`config.mk`:
```
export PLATFORM = sky130hd
export DESIGN_NAME = dbgain_stage
export DESIGN_NICKNAME = d
export VERILOG_FILES = /design/src/rtl/dbgain_pkg.sv /design/src/rtl/dbgain_rom.sv /design/src/rtl/dbgain_lane.sv /design/src/rtl/dbgain_stage.sv
export SDC_FILE = /design/constraint.sdc
export NUM_CORES = 1
export LEC_CHECK = 0
export ABC_AREA = 1
export BUFFER_PORTS_ARGS = -buffer_cell sky130_fd_sc_hd__buf_2
export CORE_ASPECT_RATIO = 0.8
export CORE_MARGIN = 4
export CORE_UTILIZATION = 62
export DETAILED_ROUTE_END_ITERATION = 16
export PLACE_DENSITY = 0.87
export SLEW_MARGIN = 20
export SYNTH_ARGS = -nofsm -noshare
export SYNTH_HDL_FRONTEND = slang
export SYNTH_SLANG_ARGS = --single-unit
```
`constraint.sdc`:
```
create_clock -name clk -period 15.7 [get_ports clk]
set_input_delay 0.785 -clock clk [delete_from_list [all_inputs] [get_ports clk]]
set_output_delay 0.785 -clock clk [all_outputs]
set_load 0.01 [all_outputs]
```
`src/rtl/dbgain_pkg.sv`:
```
package dbgain_pkg;
  localparam int DATA_W    = 16;
  localparam int GAIN_W    = 20;
  localparam int FRAC_W    = 16;
  localparam int MID_W     = 21;
  localparam int NUM_STEPS = 43;
  localparam int IDX_W     = 6;

  // linear gain for step k: -3 dB times (0.5 dB)^k, scaled by 2^frac
  function automatic int gain_word(int k, int frac);
    real g;
    g = 0.7079457843841379;
    for (int n = 0; n < k; n++) g = g * 1.0592537251772889;
    return $rtoi(g * real'(1 << frac) + 0.5);
  endfunction
endpackage

```
`src/rtl/dbgain_rom.sv`:
```
module dbgain_rom #(
  parameter int NUM_STEPS = dbgain_pkg::NUM_STEPS,
  parameter int IDX_W     = dbgain_pkg::IDX_W,
  parameter int GAIN_W    = dbgain_pkg::GAIN_W,
  parameter int FRAC_W    = dbgain_pkg::FRAC_W
) (
  input  logic [IDX_W-1:0]  sel,
  output logic [GAIN_W-1:0] word
);
  localparam logic [IDX_W-1:0] TOP_IDX = IDX_W'(NUM_STEPS - 1);

  logic [GAIN_W-1:0] table_w [NUM_STEPS];
  logic [IDX_W-1:0]  sel_c;

  for (genvar k = 0; k < NUM_STEPS; k++) begin : g_entry
    assign table_w[k] = GAIN_W'(dbgain_pkg::gain_word(k, FRAC_W));
  end

  // out-of-range selectors clamp to the top step
  assign sel_c = (sel > TOP_IDX) ? TOP_IDX : sel;
  assign word  = table_w[sel_c];
endmodule

```
`src/rtl/dbgain_lane.sv`:
```
module dbgain_lane #(
  parameter int DATA_W = dbgain_pkg::DATA_W,
  parameter int GAIN_W = dbgain_pkg::GAIN_W,
  parameter int FRAC_W = dbgain_pkg::FRAC_W,
  parameter int MID_W  = dbgain_pkg::MID_W
) (
  input  logic signed [DATA_W-1:0] smp,
  input  logic        [GAIN_W-1:0] gw,
  output logic signed [DATA_W-1:0] res
);
  localparam int PROD_W = DATA_W + GAIN_W + 1;
  localparam logic signed [MID_W-1:0] POS_MAX = MID_W'((1 << (DATA_W - 1)) - 1);
  localparam logic signed [MID_W-1:0] NEG_MIN = -MID_W'(1 << (DATA_W - 1));
  localparam logic signed [PROD_W-1:0] HALF   = PROD_W'(1 << (FRAC_W - 1));

  logic signed [PROD_W-1:0] prod, biased;
  logic signed [MID_W-1:0]  mid;

  assign prod   = PROD_W'(smp) * $signed({1'b0, gw});
  assign biased = prod + HALF;
  assign mid    = biased[FRAC_W +: MID_W];

  always_comb begin
    if (mid > POS_MAX)      res = POS_MAX[DATA_W-1:0];
    else if (mid < NEG_MIN) res = NEG_MIN[DATA_W-1:0];
    else                    res = mid[DATA_W-1:0];
  end

  always_comb begin
    if (smp == '0) assert_zero_in_R9: assert (res == '0);
    if (!smp[DATA_W-1]) assert_sign_kept_R9: assert (!res[DATA_W-1]);
  end
endmodule

```
`src/rtl/dbgain_stage.sv`:
```
module dbgain_stage #(
  parameter int DATA_W    = dbgain_pkg::DATA_W,
  parameter int GAIN_W    = dbgain_pkg::GAIN_W,
  parameter int FRAC_W    = dbgain_pkg::FRAC_W,
  parameter int MID_W     = dbgain_pkg::MID_W,
  parameter int NUM_STEPS = dbgain_pkg::NUM_STEPS,
  parameter int IDX_W     = dbgain_pkg::IDX_W
) (
  input  logic              clk,
  input  logic              rst_n,
  input  logic [IDX_W-1:0]  gain_sel,
  input  logic              in_valid,
  output logic              in_ready,
  input  logic [DATA_W-1:0] in_i,
  input  logic [DATA_W-1:0] in_q,
  output logic              out_valid,
  input  logic              out_ready,
  output logic [DATA_W-1:0] out_i,
  output logic [DATA_W-1:0] out_q
);
  localparam int LANES = 2;

  logic              adv;
  logic [GAIN_W-1:0] rom_word, s1_gw;
  logic              s1_valid;
  logic [DATA_W-1:0] lane_in [LANES];
  logic [DATA_W-1:0] s1_smp  [LANES];
  logic [DATA_W-1:0] lane_res[LANES];
  logic [DATA_W-1:0] out_r   [LANES];

  assign adv      = !out_valid || out_ready;
  assign in_ready = adv;
  assign lane_in[0] = in_i;
  assign lane_in[1] = in_q;

  dbgain_rom #(
    .NUM_STEPS(NUM_STEPS), .IDX_W(IDX_W), .GAIN_W(GAIN_W), .FRAC_W(FRAC_W)
  ) u_rom (
    .sel (gain_sel),
    .word(rom_word)
  );

  always_ff @(posedge clk) begin
    if (!rst_n) begin
      s1_valid  <= 1'b0;
      out_valid <= 1'b0;
    end else if (adv) begin
      s1_valid  <= in_valid;
      out_valid <= s1_valid;
    end
  end

  // gain word travels with its sample
  always_ff @(posedge clk) begin
    if (adv && in_valid) s1_gw <= rom_word;
  end

  for (genvar l = 0; l < LANES; l++) begin : g_lane
    always_ff @(posedge clk) begin
      if (adv && in_valid) s1_smp[l] <= lane_in[l];
      if (adv && s1_valid) out_r[l]  <= lane_res[l];
    end

    dbgain_lane #(
      .DATA_W(DATA_W), .GAIN_W(GAIN_W), .FRAC_W(FRAC_W), .MID_W(MID_W)
    ) u_lane (
      .smp(s1_smp[l]),
      .gw (s1_gw),
      .res(lane_res[l])
    );
  end

  assign out_i = out_r[0];
  assign out_q = out_r[1];

  assert_stall_hold_R8: assert property (@(posedge clk) disable iff (!rst_n)
    (out_valid && !out_ready) |=> (out_valid && $stable(out_i) && $stable(out_q)));

  assert_two_stage_R7: assert property (@(posedge clk) disable iff (!rst_n)
    $rose(out_valid) |-> $past(s1_valid));
endmodule

```
# Word-level counts from Yosys, hierarchy flattened
# Memories as Yosys holds them, arrays and structs flattened. A register that Yosys moved wholly into a read port is not among the register bits.
# Index checks and enable logic that the tools add are counted.
# Widths: inputs -> output; s select.
# totals
regBits	2
latch_bits	0
mem_bits_rw	64
mem_bits_ro	1280
output_inout_bits	34
elab_cells	28
mem_count	3
# classes
n_addsub	2
mul	2
div_mod_pow	0
order_cmp	5
eq_ne	0
shift	0
muxes	9
bitwise	1
reduce_logical	4
# memory_table
memory	depth	width	rd	rd_ports_with_merged_regs	wr	line	rtl
(name not given)	64	20	1	1	0	dbgain_rom.sv:21	assign word = table_w[sel_c];
out_r	2	16	2	0	2	dbgain_stage.sv:29	logic [DATA_W-1:0] out_r [LANES];
s1_smp	2	16	2	0	2	dbgain_stage.sv:27	logic [DATA_W-1:0] s1_smp [LANES];
# ops
cell	count
$add 37x17->37 const B	2
$mul 16x21->37	2
$mux 16	4
$gt 21x16->1 const B	2
$lt 21x16->1 const B	2
$not 6->7	1
$gt 6x6->1 const B	1
$mux 6	1
$mux 1	4
$logic_and 1x1->1	2
$logic_not 1->1	1
$logic_or 1x1->1	1

# Depth between registers and ports, before layout
# Gate-level depths: netlist (run 1).
# An unclocked memory read counts as a cell.
# logic_depth
ltp_word	6
depth_mapped	32
mapped_depth_nobuf	29

# Cells and area by module
# A second synthesis (run 1) with hierarchy kept.
# hier_totals
hier_cells	3471
area_unflattened_um2	26646.8
# by_module_without_submodules
mod	instances	cells_per_inst	area_each_um2	seq_area_each_um2
dbgain_lane at g_lane[0].u_lane	1	1563	11400.9	0.0
dbgain_lane at g_lane[1].u_lane	1	1539	11283.3	0.0
dbgain_stage	1	97	2616.3	2562.5
dbgain_rom	1	272	1346.3	0.0

# Worst setup path before layout (run 1)
# No wires, ideal clock.
# synth_timing
path_type	reg2reg
from	mem s1_smp[1][7] (netlist: s1_smp[0][23])
to	mem out_r[1][0] (netlist: out_r[0][16]), data pin
t_arrival_ns	5.733
t_required_ns	15.448
path_slack_ns	9.715
path_stages_with_launch	27
n_path_buf	3
synth_period_minus_slack_ns	5.985
path_cell_list	edfxtp_1 clkbuf_1 buf_1 nand2_1 fa_1 inv_1 fa_1 inv_1 fa_1 inv_1 fa_1 fa_1 inv_1 fa_1 inv_1 ha_1 nand2_1 o21ai_0 a21oi_1 nand2_2 a21oi_2 nand2b_4 nand3b_1 nand2_2 o21bai_4 buf_8 nand2_2
# synth_rtl
item	line
start: declaration	dbgain_stage.sv:27
end: declaration	dbgain_stage.sv:29

==> results.sh, run 1 <==
export IMPL_status="complete, no violations"
export IMPL_place_ws_ns=9.14
export IMPL_drv_cap=0
export IMPL_cts_sinks=85
export IMPL_synth_most_common_cell="inv_1"
export IMPL_drive_above_1_share_pct=5.54
export IMPL_final_setup_viol_count=0
export IMPL_hold_violations=0
export IMPL_worst_setup_path_end_kind="register"
export IMPL_synth_async_sr_flop_share_pct=0
export IMPL_clk_path_buf_depth=2
export IMPL_layout_setup_ws_ns=9.08
export IMPL_rsz0062_at_grt="false"
export IMPL_h_tree_depth=3
export IMPL_fin_skew_ns=0.0156
export IMPL_viasPerCell=5.32
export IMPL_grt_pass1_wl_microns=108000
export IMPL_hold_path_class="register to register"
export IMPL_syn_inst=3342
export IMPL_clk_latency_ns=0.39
export IMPL_cp_slowest_cell="edfxtp_1"
export IMPL_path_clk_slew_ns=0.08
export IMPL_drt_iter0_drc=1658
export IMPL_yosys_area_top_type="fa_1"
export IMPL_grt_max_degree=52
export IMPL_maxSlewViolCount=0
export IMPL_rows=66
export IMPL_yosysSeqAreaShare_pct=9.85
export IMPL_gp_congestion=0.979
export IMPL_crit_top_cell="fa_1"
export IMPL_dieArea_sq_mm=0.0448
export IMPL_r2r_start="s1_gw[15]$_DFFE_PP_"
export IMPL_initial_core_util_pct=63.1
export IMPL_io_pins=76
export IMPL_maxClockFrequency_ghz=0.151
export IMPL_grt_pass1_vias=22367
export IMPL_slowest_delay_ns=0.82
export IMPL_cts_root_buf="clkbuf_16"
export IMPL_antenna_found_initial=0
export IMPL_synthTopCellsByCount="inv_1 (982), nand2_1 (877), fa_1 (470), ha_1 (268), nor2_1 (138)"
export IMPL_overflow=0
export IMPL_netlist_area_leader_share_pct=36.6
export IMPL_holdCritStartpoint="s1_valid$_SDFFE_PN0N_"
export IMPL_cts_resized_gates=0
export IMPL_synth_edff_count=83
export IMPL_finalNetCount=4096
export IMPL_cts_tree="done"
export IMPL_dp_hpwl_microns=50700
export IMPL_drcViolationCount=0
export IMPL_postCtsHoldBufs=0
export IMPL_cts_setup_buffers=0
export IMPL_portBuffers=75
export IMPL_critPathRequiredTime_ns=15.83
export IMPL_finalCritPeriodShare_pct=42.2
export IMPL_vias=20553
export IMPL_fin_crit_ns=6.62
export IMPL_yosysWarnings=0
export IMPL_worst_pin_slew_ns=0.927
export IMPL_synth_flop_cell="edfxtp_1"
export IMPL_synth_cell_types=51
export IMPL_critPathKind="register to register"
export IMPL_crit_start="s1_gw[15]$_DFFE_PP_"
export IMPL_tns_ns=0
export IMPL_die_w_microns=236
export IMPL_synth_fp_nets=4122
export IMPL_totalWireLength_microns=63100
export IMPL_cp_arrival_ns=6.75
export IMPL_synth_top_cells_by_area="fa_1 (37%), inv_1 (14%), ha_1 (13%)"
export IMPL_critPathTopFamily="adder cells"
export IMPL_cts_buffers=9
export IMPL_crit_buf_inv=4
export IMPL_crit_chain="buf_4 -> nand2_1 -> fa_1 -> inv_1 -> fa_1 -> fa_1 -> fa_1 -> fa_1 -> inv_1 -> fa_1 -> inv_1 -> ha_1 -> nand2_1 -> nor2_1 -> a21oi_1 -> o21a_1 -> nand2_1 -> nand2_1 -> nand2_2 -> nand3_2 -> o21bai_4 -> nand2_1"
export IMPL_relSlewSlack_pct=38.2
export IMPL_firstDrtPassIters=11
export IMPL_worstSetupStartpointType="register"
export IMPL_ys_ff_latch=85
export IMPL_ant_nets=0
export IMPL_die_h_microns=190
export IMPL_diodes=0
export IMPL_grtUsageTotal_pct=29.7
export IMPL_mappedNetlistArea_sq_mm=0.0257
export IMPL_core_sq_mm=0.0408
export IMPL_avgSynthCellArea_sq_um=7.70
export IMPL_wl_per_cell_microns=16.3
export IMPL_critical_path_peak_fanout=17
export IMPL_syn_to_final_growth_pct=3.91
export IMPL_final_util_pct=65.5
## per-layer routing
layer | GRT usage (%) | vias to the layer above | part of all wire, % | wire length, microns
li1 | - | 9585 | - | -
met1 | 38.7 | 9781 | 41 | 25700
met2 | 50.3 | 1022 | 47 | 29700
met3 | 7.43 | 165 | 9.7 | 6140
met4 | 7.74 | 0 | 2.5 | 1560
met5 | 0 | - | 0 | 0
## cell type report
| type | instances | area (sq um) |
|---|---|---|
| Clock inverter | 7 | 93.8 |
| Multi-Input combinational cell | 2131 | 18900 |
| Clock buffer | 9 | 225 |
| Tap cell | 544 | 681 |
| Fill cell | 3371 | 14100 |
| Sequential cell | 85 | 2530 |
| Timing Repair Buffer | 99 | 576 |
| Inverter | 990 | 3720 |
## worst paths after layout
check | to | slack, ns | cells after the start
worst max-delay path | out_r[0][22]$_SDFFCE_PN1P_ | 9.08 | 22
worst min-delay path | s1_valid$_SDFFE_PN0N_ | 0.47 | 2
worst max register to register | out_r[0][22]$_SDFFCE_PN1P_ | 9.08 | 22
worst min register to register | s1_valid$_SDFFE_PN0N_ | 0.47 | 2
## flip-flops by register name, indices dropped and copies added, names as in the netlist
signal	cells
out_r	32
out_valid	1
s1_valid	1
s1_gw	19
s1_smp	32
## layout by cell type (no fill, tap or decap), drive strengths merged, types with 2 or more instances in the layout
master | synthesis | routed
inv | 990 | 993
a32oi | 3 | 3
edfxtp | 83 | 83
a21oi | 102 | 102
buf | 38 | 99
nor2 | 144 | 144
o211ai | 4 | 4
o21ai | 75 | 75
xnor2 | 14 | 14
xor2 | 18 | 18
nor3 | 13 | 13
nand2 | 917 | 917
or2 | 2 | 2
o21bai | 8 | 8
a21o | 8 | 8
o21a | 2 | 2
a31oi | 11 | 11
nand3 | 42 | 42
nand3b | 4 | 4
o311ai | 3 | 3
a22oi | 2 | 2
and3 | 2 | 2
o22ai | 4 | 4
nor4 | 7 | 7
fa | 470 | 470
clkbuf | 98 | 9
clkinv | 0 | 2
o221ai | 2 | 2
ha | 268 | 268
dfxtp | 2 | 2
## stage by stage
step / std cells / cell area (sq um) / hold slack [ns]
4_1_cts: 3864 / 26700 / 0.478
3_3_place_gp: 3848 / 26400 / 0.449
5_1_grt: 3865 / 26700 / 0.495
2_1_floorplan: 3342 / 25700 / 0.440
3_5_place_dp: 3848 / 26400 / 0.466
6_report: 3865 / 26700 / 0.473
## kinds of logic after synthesis
| kind of cell | after synthesis | share of synthesized area (%) |
|---|---|---|
| simple gates | 1133 | 17.7 |
| buf+inv | 1126 | 16.7 |
| fa+ha+maj | 738 | 49.6 |
| compound gates | 228 | 5.07 |
| flops | 85 | 9.85 |
| xor+xnor | 32 | 1.09 |
## tightest hold or removal path, stage by stage, from the launching register on
cell     delay (ns)
dfxtp_1        0.32
nand2_1        0.06
a21oi_1        0.05
Power of run 1 is not shown: default switching activity piles up to over one toggle a cycle in this logic, so the estimate is an artifact.
==> run 2: changes to the inputs <==
clock period = 6.7 ns   (was 15.7 ns; I/O delays follow)
==> results.sh, run 2 (synthesis results as in run 1) <==
export IMPL_tns_ns=0
export IMPL_wl_per_cell_microns=16.2
export IMPL_cts_root_buf="clkbuf_16"
export IMPL_io_pins=76
export IMPL_viasPerCell=5.30
export IMPL_dp_hpwl_microns=52600
export IMPL_cts_sinks=85
export IMPL_core_sq_mm=0.0408
export IMPL_final_cell_mix="inv_1 (981), nand2_1 (877), fa_1 (470)"
export IMPL_critical_path_peak_fanout=15
export IMPL_rsz0062_at_grt="false"
export IMPL_layout_commonest_cell="inv_1"
export IMPL_cts_tree="done"
export IMPL_cts_buffers=9
export IMPL_final_util_pct=66.9
export IMPL_clk_path_buf_depth=2
export IMPL_h_tree_depth=3
export IMPL_critPathKind="register to register"
export IMPL_dp_cells=3898
export IMPL_reg_largest_list="out_r (32), s1_smp (32), s1_gw (19)"
export IMPL_ff2ff_setup_slack_ns=0.37
export IMPL_ant_nets=0
export IMPL_finalCritPeriodShare_pct=94.5
export IMPL_syn_to_final_growth_pct=6.18
export IMPL_final_setup_viol_count=0
export IMPL_fin_hold_ws_ns=0.106
export IMPL_worst_setup_path_end_kind="register"
export IMPL_grt_pass1_vias=22363
export IMPL_firstDrtPassIters=6
export IMPL_totalWireLength_microns=63800
export IMPL_drive_above_1_share_pct=7.36
export IMPL_dieArea_sq_mm=0.0448
export IMPL_drt_iter0_drc=1866
export IMPL_cp_arrival_ns=6.48
export IMPL_fill_cells=3258
export IMPL_clk_latency_ns=0.40
export IMPL_hold_violations=0
export IMPL_relSlewSlack_pct=29.1
export IMPL_maxSlewViolCount=0
export IMPL_worst_pin_slew_ns=1.06
export IMPL_vias=20830
export IMPL_grt_pass1_wl_microns=109000
export IMPL_hold_path_class="input pin to register"
export IMPL_overflow=0
export IMPL_portBuffers=75
export IMPL_die_h_microns=190
export IMPL_grtUsageTotal_pct=29.9
export IMPL_antenna_found_initial=0
export IMPL_diodes=0
export IMPL_initial_core_util_pct=63.1
export IMPL_gp_congestion=0.986
export IMPL_critPathRequiredTime_ns=6.85
export IMPL_postCtsHoldBufs=0
export IMPL_die_w_microns=236
export IMPL_fin_crit_ns=6.33
export IMPL_worstSetupStartpointType="register"
export IMPL_final_cells=3929
export IMPL_rows=66
export IMPL_status="complete, no violations"
export IMPL_path_clk_slew_ns=0.08
export IMPL_drv_cap=0
export IMPL_finalNetCount=4160
export IMPL_maxClockFrequency_ghz=0.158
export IMPL_grt_max_degree=52
export IMPL_fin_skew_ns=0.0194
export IMPL_drcViolationCount=0
## run 2: layout make-up
class                      instances  area [sq um]  area share (%)
timing repair buffer             163          1190            4.34
sequential                        85          2530            9.27
clock buffer                       9           225           0.825
multi-input combinational       2131         18900            69.2
tap                              544           681            2.49
inverter                         990          3720            13.6
clock inverter                     7          66.3           0.243
## run 2: metrics by stage
stage                     worst slack [ns]  cell area, sq um
after floorplan                      0.715             25700
after global placement               0.408             26800
after detailed placement             0.255             26800
after CTS                            0.225             27100
after global routing                0.0159             27300
final                                0.368             27300
## run 2: critical path, cell delays in order, from the launching register on
cell and delay (ns):
edfxtp_1 0.76, buf_4 0.30, nand2_1 0.07, inv_1 0.09, fa_1 0.41, inv_1 0.08
fa_1 0.43, fa_1 0.53, inv_1 0.06, fa_1 0.45, fa_1 0.52, inv_1 0.05
fa_1 0.47, inv_1 0.04, ha_1 0.30, a21oi_1 0.20, o21ai_0 0.10, a21oi_1 0.17
nand2_2 0.11, a21oi_2 0.21, nand2b_4 0.16, nand3b_1 0.08, nand2_2 0.12, o21bai_4 0.14
buf_12 0.16, nand2_1 0.07
## run 2: routing by layer
layer / GRT usage, % / part of all wire [%] / up-vias
li1: - / - / 9718
met4: 10.6 / 3.1 / 2
met2: 49.2 / 47 / 1048
met1: 39.2 / 40 / 9886
met3: 7.06 / 10 / 176
met5: 0.541 / 0.053 / -
## run 2: worst paths after layout
kind                    startpoint                          to  cells after the start
min                       in_i[12]     s1_smp[0][12]$_DFFE_PP_                      1
max reg2reg     s1_gw[6]$_DFFE_PP_  out_r[0][26]$_SDFFCE_PN1P_                     25
max             s1_gw[6]$_DFFE_PP_  out_r[0][26]$_SDFFCE_PN1P_                     25
min reg2reg  s1_valid$_SDFFE_PN0N_       s1_valid$_SDFFE_PN0N_                      2
## run 2: what timing repair did
| action | 4_1_cts | 5_1_grt |
|---|---|---|
| setup buffers | 0 | 15 |
| endpoints found under the setup margin | 0 | 30 |
| resized for setup | 0 | 1 |
Power of run 2 is left out for the same reason.
